<file path="src/rtl/cpu_rate_pkg.sv">
package cpu_rate_pkg;

  typedef enum logic [3:0] {
    S_IDLE, S_DECIDE, S_ALT_ON, S_WAIT_ALT, S_PLL, S_DIV0, S_WAIT0,
    S_DIV1, S_WAIT1, S_ALT_OFF, S_WAIT_MAIN, S_FINISH
  } seqState_t;

  // strobes from control to datapath
  typedef struct packed {
    logic latchReq;
    logic setAlt;
    logic clrAlt;
    logic wrDiv0;
    logic wrDiv1;
    logic commit;
  } seqStrobe_t;

  localparam logic [2:0] MUX_MAIN   = 3'd1;
  localparam logic [2:0] MUX_PARKED = 3'd2;

  // CPU rate of an entry in kHz, highest first
  function automatic logic [31:0] entryFreq(input int idx);
    case (idx)
      0: return 32'd1200000;
      1: return 32'd800000;
      2: return 32'd600000;
      3: return 32'd300000;
      default: return 32'(300000 / (idx - 2));
    endcase
  endfunction

  // PLL rate that feeds an entry in kHz
  function automatic logic [31:0] parentFreq(input int idx);
    case (idx)
      0: return 32'd1200000;
      1: return 32'd800000;
      2: return 32'd1200000;
      default: return 32'd600000;
    endcase
  endfunction

  function automatic logic [31:0] div0Word(input int idx);
    return 32'hD000_0000 | 32'(idx);
  endfunction

  function automatic logic [31:0] div1Word(input int idx);
    return 32'h0000_0100 | 32'(idx);
  endfunction

endpackage

</file>
<file path="src/rtl/cpu_rate_dp.sv">
module cpu_rate_dp
  import cpu_rate_pkg::*;
#(
  parameter int NUM_ENTRIES = 4,
  parameter int RATE_W      = 24,
  parameter int DIV_W       = 32,
  parameter int RESET_IDX   = 2
) (
  input  logic              clk,
  input  logic              rstN,
  input  seqStrobe_t        stb,
  input  logic              busy,
  input  logic [RATE_W-1:0] reqRate,
  output logic              rateUp,
  output logic              rateDown,
  output logic              altSel,
  output logic [DIV_W-1:0]  divData,
  output logic [RATE_W-1:0] pllRate,
  output logic [RATE_W-1:0] curRate
);

  localparam int IDX_W = (NUM_ENTRIES > 1) ? $clog2(NUM_ENTRIES) : 1;

  logic [RATE_W-1:0] freqTbl   [NUM_ENTRIES];
  logic [RATE_W-1:0] parentTbl [NUM_ENTRIES];
  logic [DIV_W-1:0]  div0Tbl   [NUM_ENTRIES];
  logic [DIV_W-1:0]  div1Tbl   [NUM_ENTRIES];

  for (genvar g = 0; g < NUM_ENTRIES; g++) begin : g_tbl
    assign freqTbl[g]   = RATE_W'(entryFreq(g));
    assign parentTbl[g] = RATE_W'(parentFreq(g));
    assign div0Tbl[g]   = DIV_W'(div0Word(g));
    assign div1Tbl[g]   = DIV_W'(div1Word(g));
  end

  logic [IDX_W-1:0] roundIdx, tgtIdx, curIdx;

  // first entry not above the request wins; last entry if none
  always_comb begin
    roundIdx = IDX_W'(NUM_ENTRIES - 1);
    for (int i = NUM_ENTRIES - 1; i >= 0; i--) begin
      if (reqRate >= freqTbl[i]) roundIdx = IDX_W'(i);
    end
  end

  always_ff @(posedge clk) begin
    if (!rstN) begin
      tgtIdx <= IDX_W'(RESET_IDX);
      curIdx <= IDX_W'(RESET_IDX);
      altSel <= 1'b0;
    end else begin
      if (stb.latchReq) tgtIdx <= roundIdx;
      if (stb.commit)   curIdx <= tgtIdx;
      if (stb.setAlt)      altSel <= 1'b1;
      else if (stb.clrAlt) altSel <= 1'b0;
    end
  end

  assign rateUp   = freqTbl[tgtIdx] > freqTbl[curIdx];
  assign rateDown = freqTbl[tgtIdx] < freqTbl[curIdx];
  assign pllRate  = rateDown ? freqTbl[tgtIdx] : parentTbl[tgtIdx];
  assign divData  = stb.wrDiv1 ? div1Tbl[tgtIdx] : div0Tbl[tgtIdx];
  assign curRate  = freqTbl[curIdx];


  tgt_frozen_chk: assert property (@(posedge clk) disable iff (!rstN)
    busy |=> $stable(tgtIdx));


  cur_rate_hold_chk: assert property (@(posedge clk) disable iff (!rstN)
    !stb.commit |=> $stable(curRate));


  div_park_order_chk: assert property (@(posedge clk) disable iff (!rstN)
    (stb.wrDiv0 || stb.wrDiv1) |-> (rateDown ? altSel : !altSel));

endmodule

</file>
<file path="src/rtl/cpu_rate_ctrl.sv">
module cpu_rate_ctrl
  import cpu_rate_pkg::*;
#(
  parameter int MUX_W       = 3,
  parameter int STAT_W      = 4,
  parameter int TIMEOUT_CYC = 1024
) (
  input  logic              clk,
  input  logic              rstN,
  input  logic              reqValid,
  input  logic              rateUp,
  input  logic              rateDown,
  input  logic [MUX_W-1:0]  muxStat,
  input  logic [STAT_W-1:0] divStat0,
  input  logic [STAT_W-1:0] divStat1,
  input  logic              pllAck,
  input  logic              altSel,
  output seqStrobe_t        stb,
  output logic              pllReq,
  output logic              busy,
  output logic              done,
  output logic              err
);

  localparam int TMO_W = $clog2(TIMEOUT_CYC + 1);

  seqState_t        state, nextState;
  logic [TMO_W-1:0] tmoCnt;
  logic             waitState, condMet, expire;

  always_comb begin
    nextState = state;
    stb       = '0;
    pllReq    = 1'b0;
    condMet   = 1'b0;
    waitState = state inside {S_WAIT_ALT, S_PLL, S_WAIT0, S_WAIT1, S_WAIT_MAIN};
    case (state)
      S_IDLE: if (reqValid) begin
        stb.latchReq = 1'b1;
        nextState    = S_DECIDE;
      end
      S_DECIDE: begin
        if (rateDown)    nextState = S_ALT_ON;
        else if (rateUp) nextState = S_DIV0;
        else             nextState = S_FINISH;
      end
      S_ALT_ON: begin
        stb.setAlt = 1'b1;
        nextState  = S_WAIT_ALT;
      end
      S_WAIT_ALT: begin
        condMet = (muxStat == MUX_W'(MUX_PARKED));
        if (condMet) nextState = S_PLL;
      end
      S_PLL: begin
        pllReq  = 1'b1;
        condMet = pllAck;
        if (condMet) nextState = rateDown ? S_DIV0 : S_ALT_OFF;
      end
      S_DIV0: begin
        stb.wrDiv0 = 1'b1;
        nextState  = S_WAIT0;
      end
      S_WAIT0: begin
        condMet = (divStat0 == '0);
        if (condMet) nextState = S_DIV1;
      end
      S_DIV1: begin
        stb.wrDiv1 = 1'b1;
        nextState  = S_WAIT1;
      end
      S_WAIT1: begin
        condMet = (divStat1 == '0);
        if (condMet) nextState = rateDown ? S_ALT_OFF : S_ALT_ON;
      end
      S_ALT_OFF: begin
        stb.clrAlt = 1'b1;
        nextState  = S_WAIT_MAIN;
      end
      S_WAIT_MAIN: begin
        condMet = (muxStat == MUX_W'(MUX_MAIN));
        if (condMet) nextState = S_FINISH;
      end
      S_FINISH: begin
        stb.commit = 1'b1;
        nextState  = S_IDLE;
      end
      default: nextState = S_IDLE;
    endcase
    expire = waitState && !condMet && (tmoCnt == TMO_W'(TIMEOUT_CYC - 1));
    if (expire) begin
      nextState  = S_IDLE;
      stb.clrAlt = 1'b1;
    end
  end

  always_ff @(posedge clk) begin
    if (!rstN) begin
      state  <= S_IDLE;
      tmoCnt <= '0;
      err    <= 1'b0;
    end else begin
      state <= nextState;
      if (nextState != state || !waitState) tmoCnt <= '0;
      else                                  tmoCnt <= tmoCnt + TMO_W'(1);
      if (stb.latchReq) err <= 1'b0;
      else if (expire)  err <= 1'b1;
    end
  end

  assign busy = (state != S_IDLE);
  assign done = (state == S_FINISH);


  pll_parked_chk: assert property (@(posedge clk) disable iff (!rstN)
    pllReq |-> altSel);


  err_idle_chk: assert property (@(posedge clk) disable iff (!rstN)
    err |-> !busy);


  done_release_chk: assert property (@(posedge clk) disable iff (!rstN)
    done |-> !altSel);


  done_then_idle_chk: assert property (@(posedge clk) disable iff (!rstN)
    done |=> !busy);

endmodule

</file>
<file path="src/rtl/cpu_rate_seq.sv">
module cpu_rate_seq
  import cpu_rate_pkg::*;
#(
  parameter int NUM_ENTRIES = 4,
  parameter int RATE_W      = 24,
  parameter int DIV_W       = 32,
  parameter int MUX_W       = 3,
  parameter int STAT_W      = 4,
  parameter int TIMEOUT_CYC = 1024,
  parameter int RESET_IDX   = 2
) (
  input  logic              clk,
  input  logic              rstN,
  input  logic              reqValid,
  input  logic [RATE_W-1:0] reqRate,
  input  logic [MUX_W-1:0]  muxStat,
  input  logic [STAT_W-1:0] divStat0,
  input  logic [STAT_W-1:0] divStat1,
  input  logic              pllAck,
  output logic              altSel,
  output logic              divWr0,
  output logic              divWr1,
  output logic [DIV_W-1:0]  divData,
  output logic              pllReq,
  output logic [RATE_W-1:0] pllRate,
  output logic              busy,
  output logic              done,
  output logic              err,
  output logic [RATE_W-1:0] curRate
);

  seqStrobe_t stb;
  logic       rateUp, rateDown;

  cpu_rate_ctrl #(
    .MUX_W(MUX_W), .STAT_W(STAT_W), .TIMEOUT_CYC(TIMEOUT_CYC)
  ) i_ctrl (
    .clk(clk), .rstN(rstN), .reqValid(reqValid),
    .rateUp(rateUp), .rateDown(rateDown), .muxStat(muxStat),
    .divStat0(divStat0), .divStat1(divStat1), .pllAck(pllAck),
    .altSel(altSel), .stb(stb), .pllReq(pllReq),
    .busy(busy), .done(done), .err(err)
  );

  cpu_rate_dp #(
    .NUM_ENTRIES(NUM_ENTRIES), .RATE_W(RATE_W), .DIV_W(DIV_W),
    .RESET_IDX(RESET_IDX)
  ) i_dp (
    .clk(clk), .rstN(rstN), .stb(stb), .busy(busy), .reqRate(reqRate),
    .rateUp(rateUp), .rateDown(rateDown), .altSel(altSel),
    .divData(divData), .pllRate(pllRate), .curRate(curRate)
  );

  assign divWr0 = stb.wrDiv0;
  assign divWr1 = stb.wrDiv1;

endmodule

</file>
<file path="config.mk">
export PLATFORM = sky130hd
export DESIGN_NAME = cpu_rate_seq
export DESIGN_NICKNAME = d
export VERILOG_FILES = /design/src/rtl/cpu_rate_pkg.sv /design/src/rtl/cpu_rate_dp.sv /design/src/rtl/cpu_rate_ctrl.sv /design/src/rtl/cpu_rate_seq.sv
export SDC_FILE = /design/constraint.sdc
export NUM_CORES = 1
export LEC_CHECK = 0
export CAP_MARGIN = 0
export CORE_ASPECT_RATIO = 1.4
export CORE_MARGIN = 2
export CORE_UTILIZATION = 25
export CTS_BUF_LIST = sky130_fd_sc_hd__clkbuf_4 sky130_fd_sc_hd__clkbuf_8
export CTS_CLUSTER_SIZE = 14
export DETAILED_ROUTE_END_ITERATION = 6
export SYNTH_ARGS = -nofsm -noshare
export SYNTH_HDL_FRONTEND = slang
export SYNTH_SLANG_ARGS = --single-unit
export TNS_END_PERCENT = 50
</file>
<file path="constraint.sdc">
create_clock -name clk -period 3.9 [get_ports clk]
set_input_delay 1.17 -clock clk [delete_from_list [all_inputs] [get_ports clk]]
set_output_delay 1.17 -clock clk [all_outputs]
set_load 0.01 [all_outputs]
</file>
==> results.cfg <==
[outcome]
status = finished, final reports clean

[floorplan]
io_pins = 126
core_region_area_sq_um = 9460
rows = 42
start_util_pct = 25.8
fp.dieH_um = 121
fp.dieW_um = 87.6
die-area_sq_um = 10600

[critical_path]
crit_buf_inv = 5
setup.worst_path.class = flip-flop to output pin
required_ns = 2.73
start_kind = flip-flop
cp-end-kind = output pin
reg2reg_slack_ns = 0.66
crit_chain = inv_1, ha_1, ha_4, buf_4, nand2_1, o221ai_2, nor4_4, buf_4, or2_4, buf_4, o21ai_1, buf_2
critPathMaxFanout = 4
slowest_stage = dfxtp_2
max_stage_delay_ns = 0.38
cpMostUsedCell = buf_4
path_delay_family = adder cells
crit_arrival_ns = 2.59

[synth]
synth_cell_types = 63
yosys.area_share.adder_pct = 10.8
synth_cells = 308
synth.avg_cell_area_sq_um = 7.93
synth_top_family_by_area = simple AND/OR/NAND/NOR gates
seq_area_frac_synth_pct = 17.2
yosys.area_share.xor_xnor_pct = 3.58
async_flop_share_pct = 0
synthSimpleGateAreaFrac_pct = 25.9
ys_warn_count = 0
synth_compound_area_share_pct = 18.1
synth_edf_count = 0
syn-cell-area_sq_um = 2440
synthMuxAreaShare_pct = 0.819
synth-seq-cells = 21
ys_dominant_reg_cell = dfxtp_1

[grt]
grt_use_total_pct = 11.2
grt_start_max_net_pins = 16
grt-ovfl-total = 0
grt_pass1_vias = 2162
grt_antenna_before_repair = 0
grt_pass1_wl_um = 9640

[placed_design]
placed_area_sq_um = 3140
portBuffers = 75
dp.cells = 487
post-place-ws_ns = -0.0426
gp_congestion = 0.852
hpwl_um = 5060

[pwr]
p_per_area_nw_per_um2 = 462
leakagePower_uw = 0.00139
ir_drop_uv = 152

[cts]
tritoncts.num_buffers = 3
numClockSinks = 21
cts-htree-levels = 1
cts_root_buffer = clkbuf_8
clock_latency_ns = 0.27
cts_buffer_depth = 2
path_clk_slew_ns = 0.07
hold_buffers = 0
cts_tree = yes

[detailed_routing]
drc = 0
drt_iter0_drc = 110
firstDrtPassIters = 4
wl_per_cell_um = 12.5
drt_wl_total_um = 6210
wl_met1_um = 2280
routed_via_density = 4.61
top_layer = met4
route.met3.wl_um = 307
vias = 2286
wl_met2_um = 3450
postRouteAntennaNets = 0

[timing]
drv_slew = 0
hold_violations = 0
hold_slack_ns = 0.473
tightest_slew_ns = 0.718
post-route-period-util_pct = 96.5
relSlewSlack_pct = 52.1
max_freq_mhz = 266
fin_crit_ns = 3.76
setup_violations = 0
skew_ns = 0.0110
finalWorstSetupSlack_ns = 0.138

[final_layout]
num-fill-cells = 1008
finalInstanceArea_sq_um = 3300
final_common_cell = clkdlybuf4s50_1
drive_gt1_share_pct = 19.7
diodes = 0
nets = 447
finalNonFillerCells = 496
most-common-layout-cells = clkdlybuf4s50_1 (62), conb_1 (44), nand2_1 (26)
syn_to_final_growth_pct = 35.0

[hold_path]
min_path_type = flip-flop to flip-flop

[flow_run]
cap_violations = 0
-- power breakdown --
| part | switching (uW) | total [uW] | internal (uW) |
|---|---|---|---|
| clock network | 74.8 | 146 | 71.2 |
| registers | 80.9 | 322 | 241 |
| logic | 584 | 1060 | 473 |
-- path summary, 6_finish.rpt --
path / from / endpoint / cells after the start
setup / recovery: i_dp.tgtIdx[1]$_SDFFE_PN1P_ / pllRate[16] / 12
hold / removal: i_ctrl.tmoCnt[0]$_SDFF_PP0_ / i_ctrl.tmoCnt[0]$_SDFF_PP0_ / 1
setup reg to reg: i_dp.tgtIdx[1]$_SDFFE_PN1P_ / i_ctrl.tmoCnt[2]$_SDFF_PP0_ / 15
hold reg to reg: i_ctrl.tmoCnt[0]$_SDFF_PP0_ / i_ctrl.tmoCnt[0]$_SDFF_PP0_ / 1
-- layer usage --
metal | global-route usage (%) | vias to the layer above
li1 | - | 1114
met2 | 21.7 | 83
met1 | 11.5 | 1077
met4 | 4.71 | 0
met3 | 1.70 | 12
met5 | 0 | -
-- final cells by class --
cell class / count / area, sq um / share of cell area [%]
repair buffers: 100 / 911 / 27.6
clock buffers: 3 / 41.3 / 1.25
multi-input cells: 241 / 1710 / 51.7
inverters: 20 / 75.1 / 2.28
clock inverters: 1 / 5.00 / 0.152
flip-flops and latches: 21 / 424 / 12.9
well taps: 110 / 138 / 4.17
-- metrics by stage --
| stage | TNS, ns | total power, uW | util [%] |
|---|---|---|---|
| 3_3_place_gp | -0.0564 | 1310 | 33.2 |
| 6_report | 0 | 1520 | 34.9 |
| 4_1_cts | 0 | 1490 | 34.2 |
| 5_1_grt | -0.0135 | 1650 | 34.9 |
| 3_5_place_dp | -0.208 | 1320 | 33.2 |
| 2_1_floorplan | 0 | 1020 | - |
-- sequential cells by signal, summed over array words and instances, names as in the netlist --
| register | cells |
|---|---|
| i_ctrl.err | 1 |
| i_dp.tgtIdx | 2 |
| i_dp.curIdx | 2 |
| i_dp.altSel | 1 |
| i_ctrl.state | 4 |
| i_ctrl.tmoCnt | 11 |
-- Yosys cell counts, types with 2 or more instances --
cell type	number	area, sq um
nor2b_1	4	25.0
nor3_1	5	25.0
buf_2	4	20.0
a221oi_1	2	17.5
a21oi_1	10	50.1
nand2b_1	7	43.8
conb_1	2	7.51
a211oi_2	2	25.0
mux2i_1	2	20.0
or3_1	2	12.5
a211oi_1	3	22.5
a211o_1	5	43.8
dfxtp_1	21	420
nand3_1	11	55.1
o211ai_1	2	15.0
nand4_1	3	18.8
a31oi_1	2	12.5
and3_1	2	12.5
xnor2_1	5	43.8
a21o_1	2	15.0
inv_1	19	71.3
o211a_1	2	20.0
nor2_1	17	63.8
xor2_1	5	43.8
o21ai_0	15	75.1
and2_1	3	18.8
nand2_1	26	97.6
ha_1	21	263
buf_4	61	458
nor3_2	10	100
-- cell families after synthesis --
logic type                 count (synthesis)
AOI/OAI and AO/OA                         59
xor gates and xnor gates                  10
adders and majority gates                 21
buffers and inverters                     88
DFF                                       21
muxes                                      2
other                                      2
and+or+nand+nor                          105
-- worst reg2reg max path: stages, from the launching register on --
cell	delay, ns
dfxtp_2	0.38
inv_1	0.07
ha_1	0.32
ha_4	0.30
buf_4	0.10
nand2_1	0.08
o221ai_2	0.24
nor4_4	0.07
buf_4	0.14
buf_4	0.12
buf_4	0.12
buf_4	0.13
o21ai_0	0.21
a211oi_2	0.11
o22ai_2	0.62
nor3_2	0.09
-- timing repair --
action,in CTS,in global routing
pin swaps,3,3
resized for setup,28,20
endpoints found under the setup margin,13,11
setup buffers,5,0
Power figures use the tool's default switching activity.
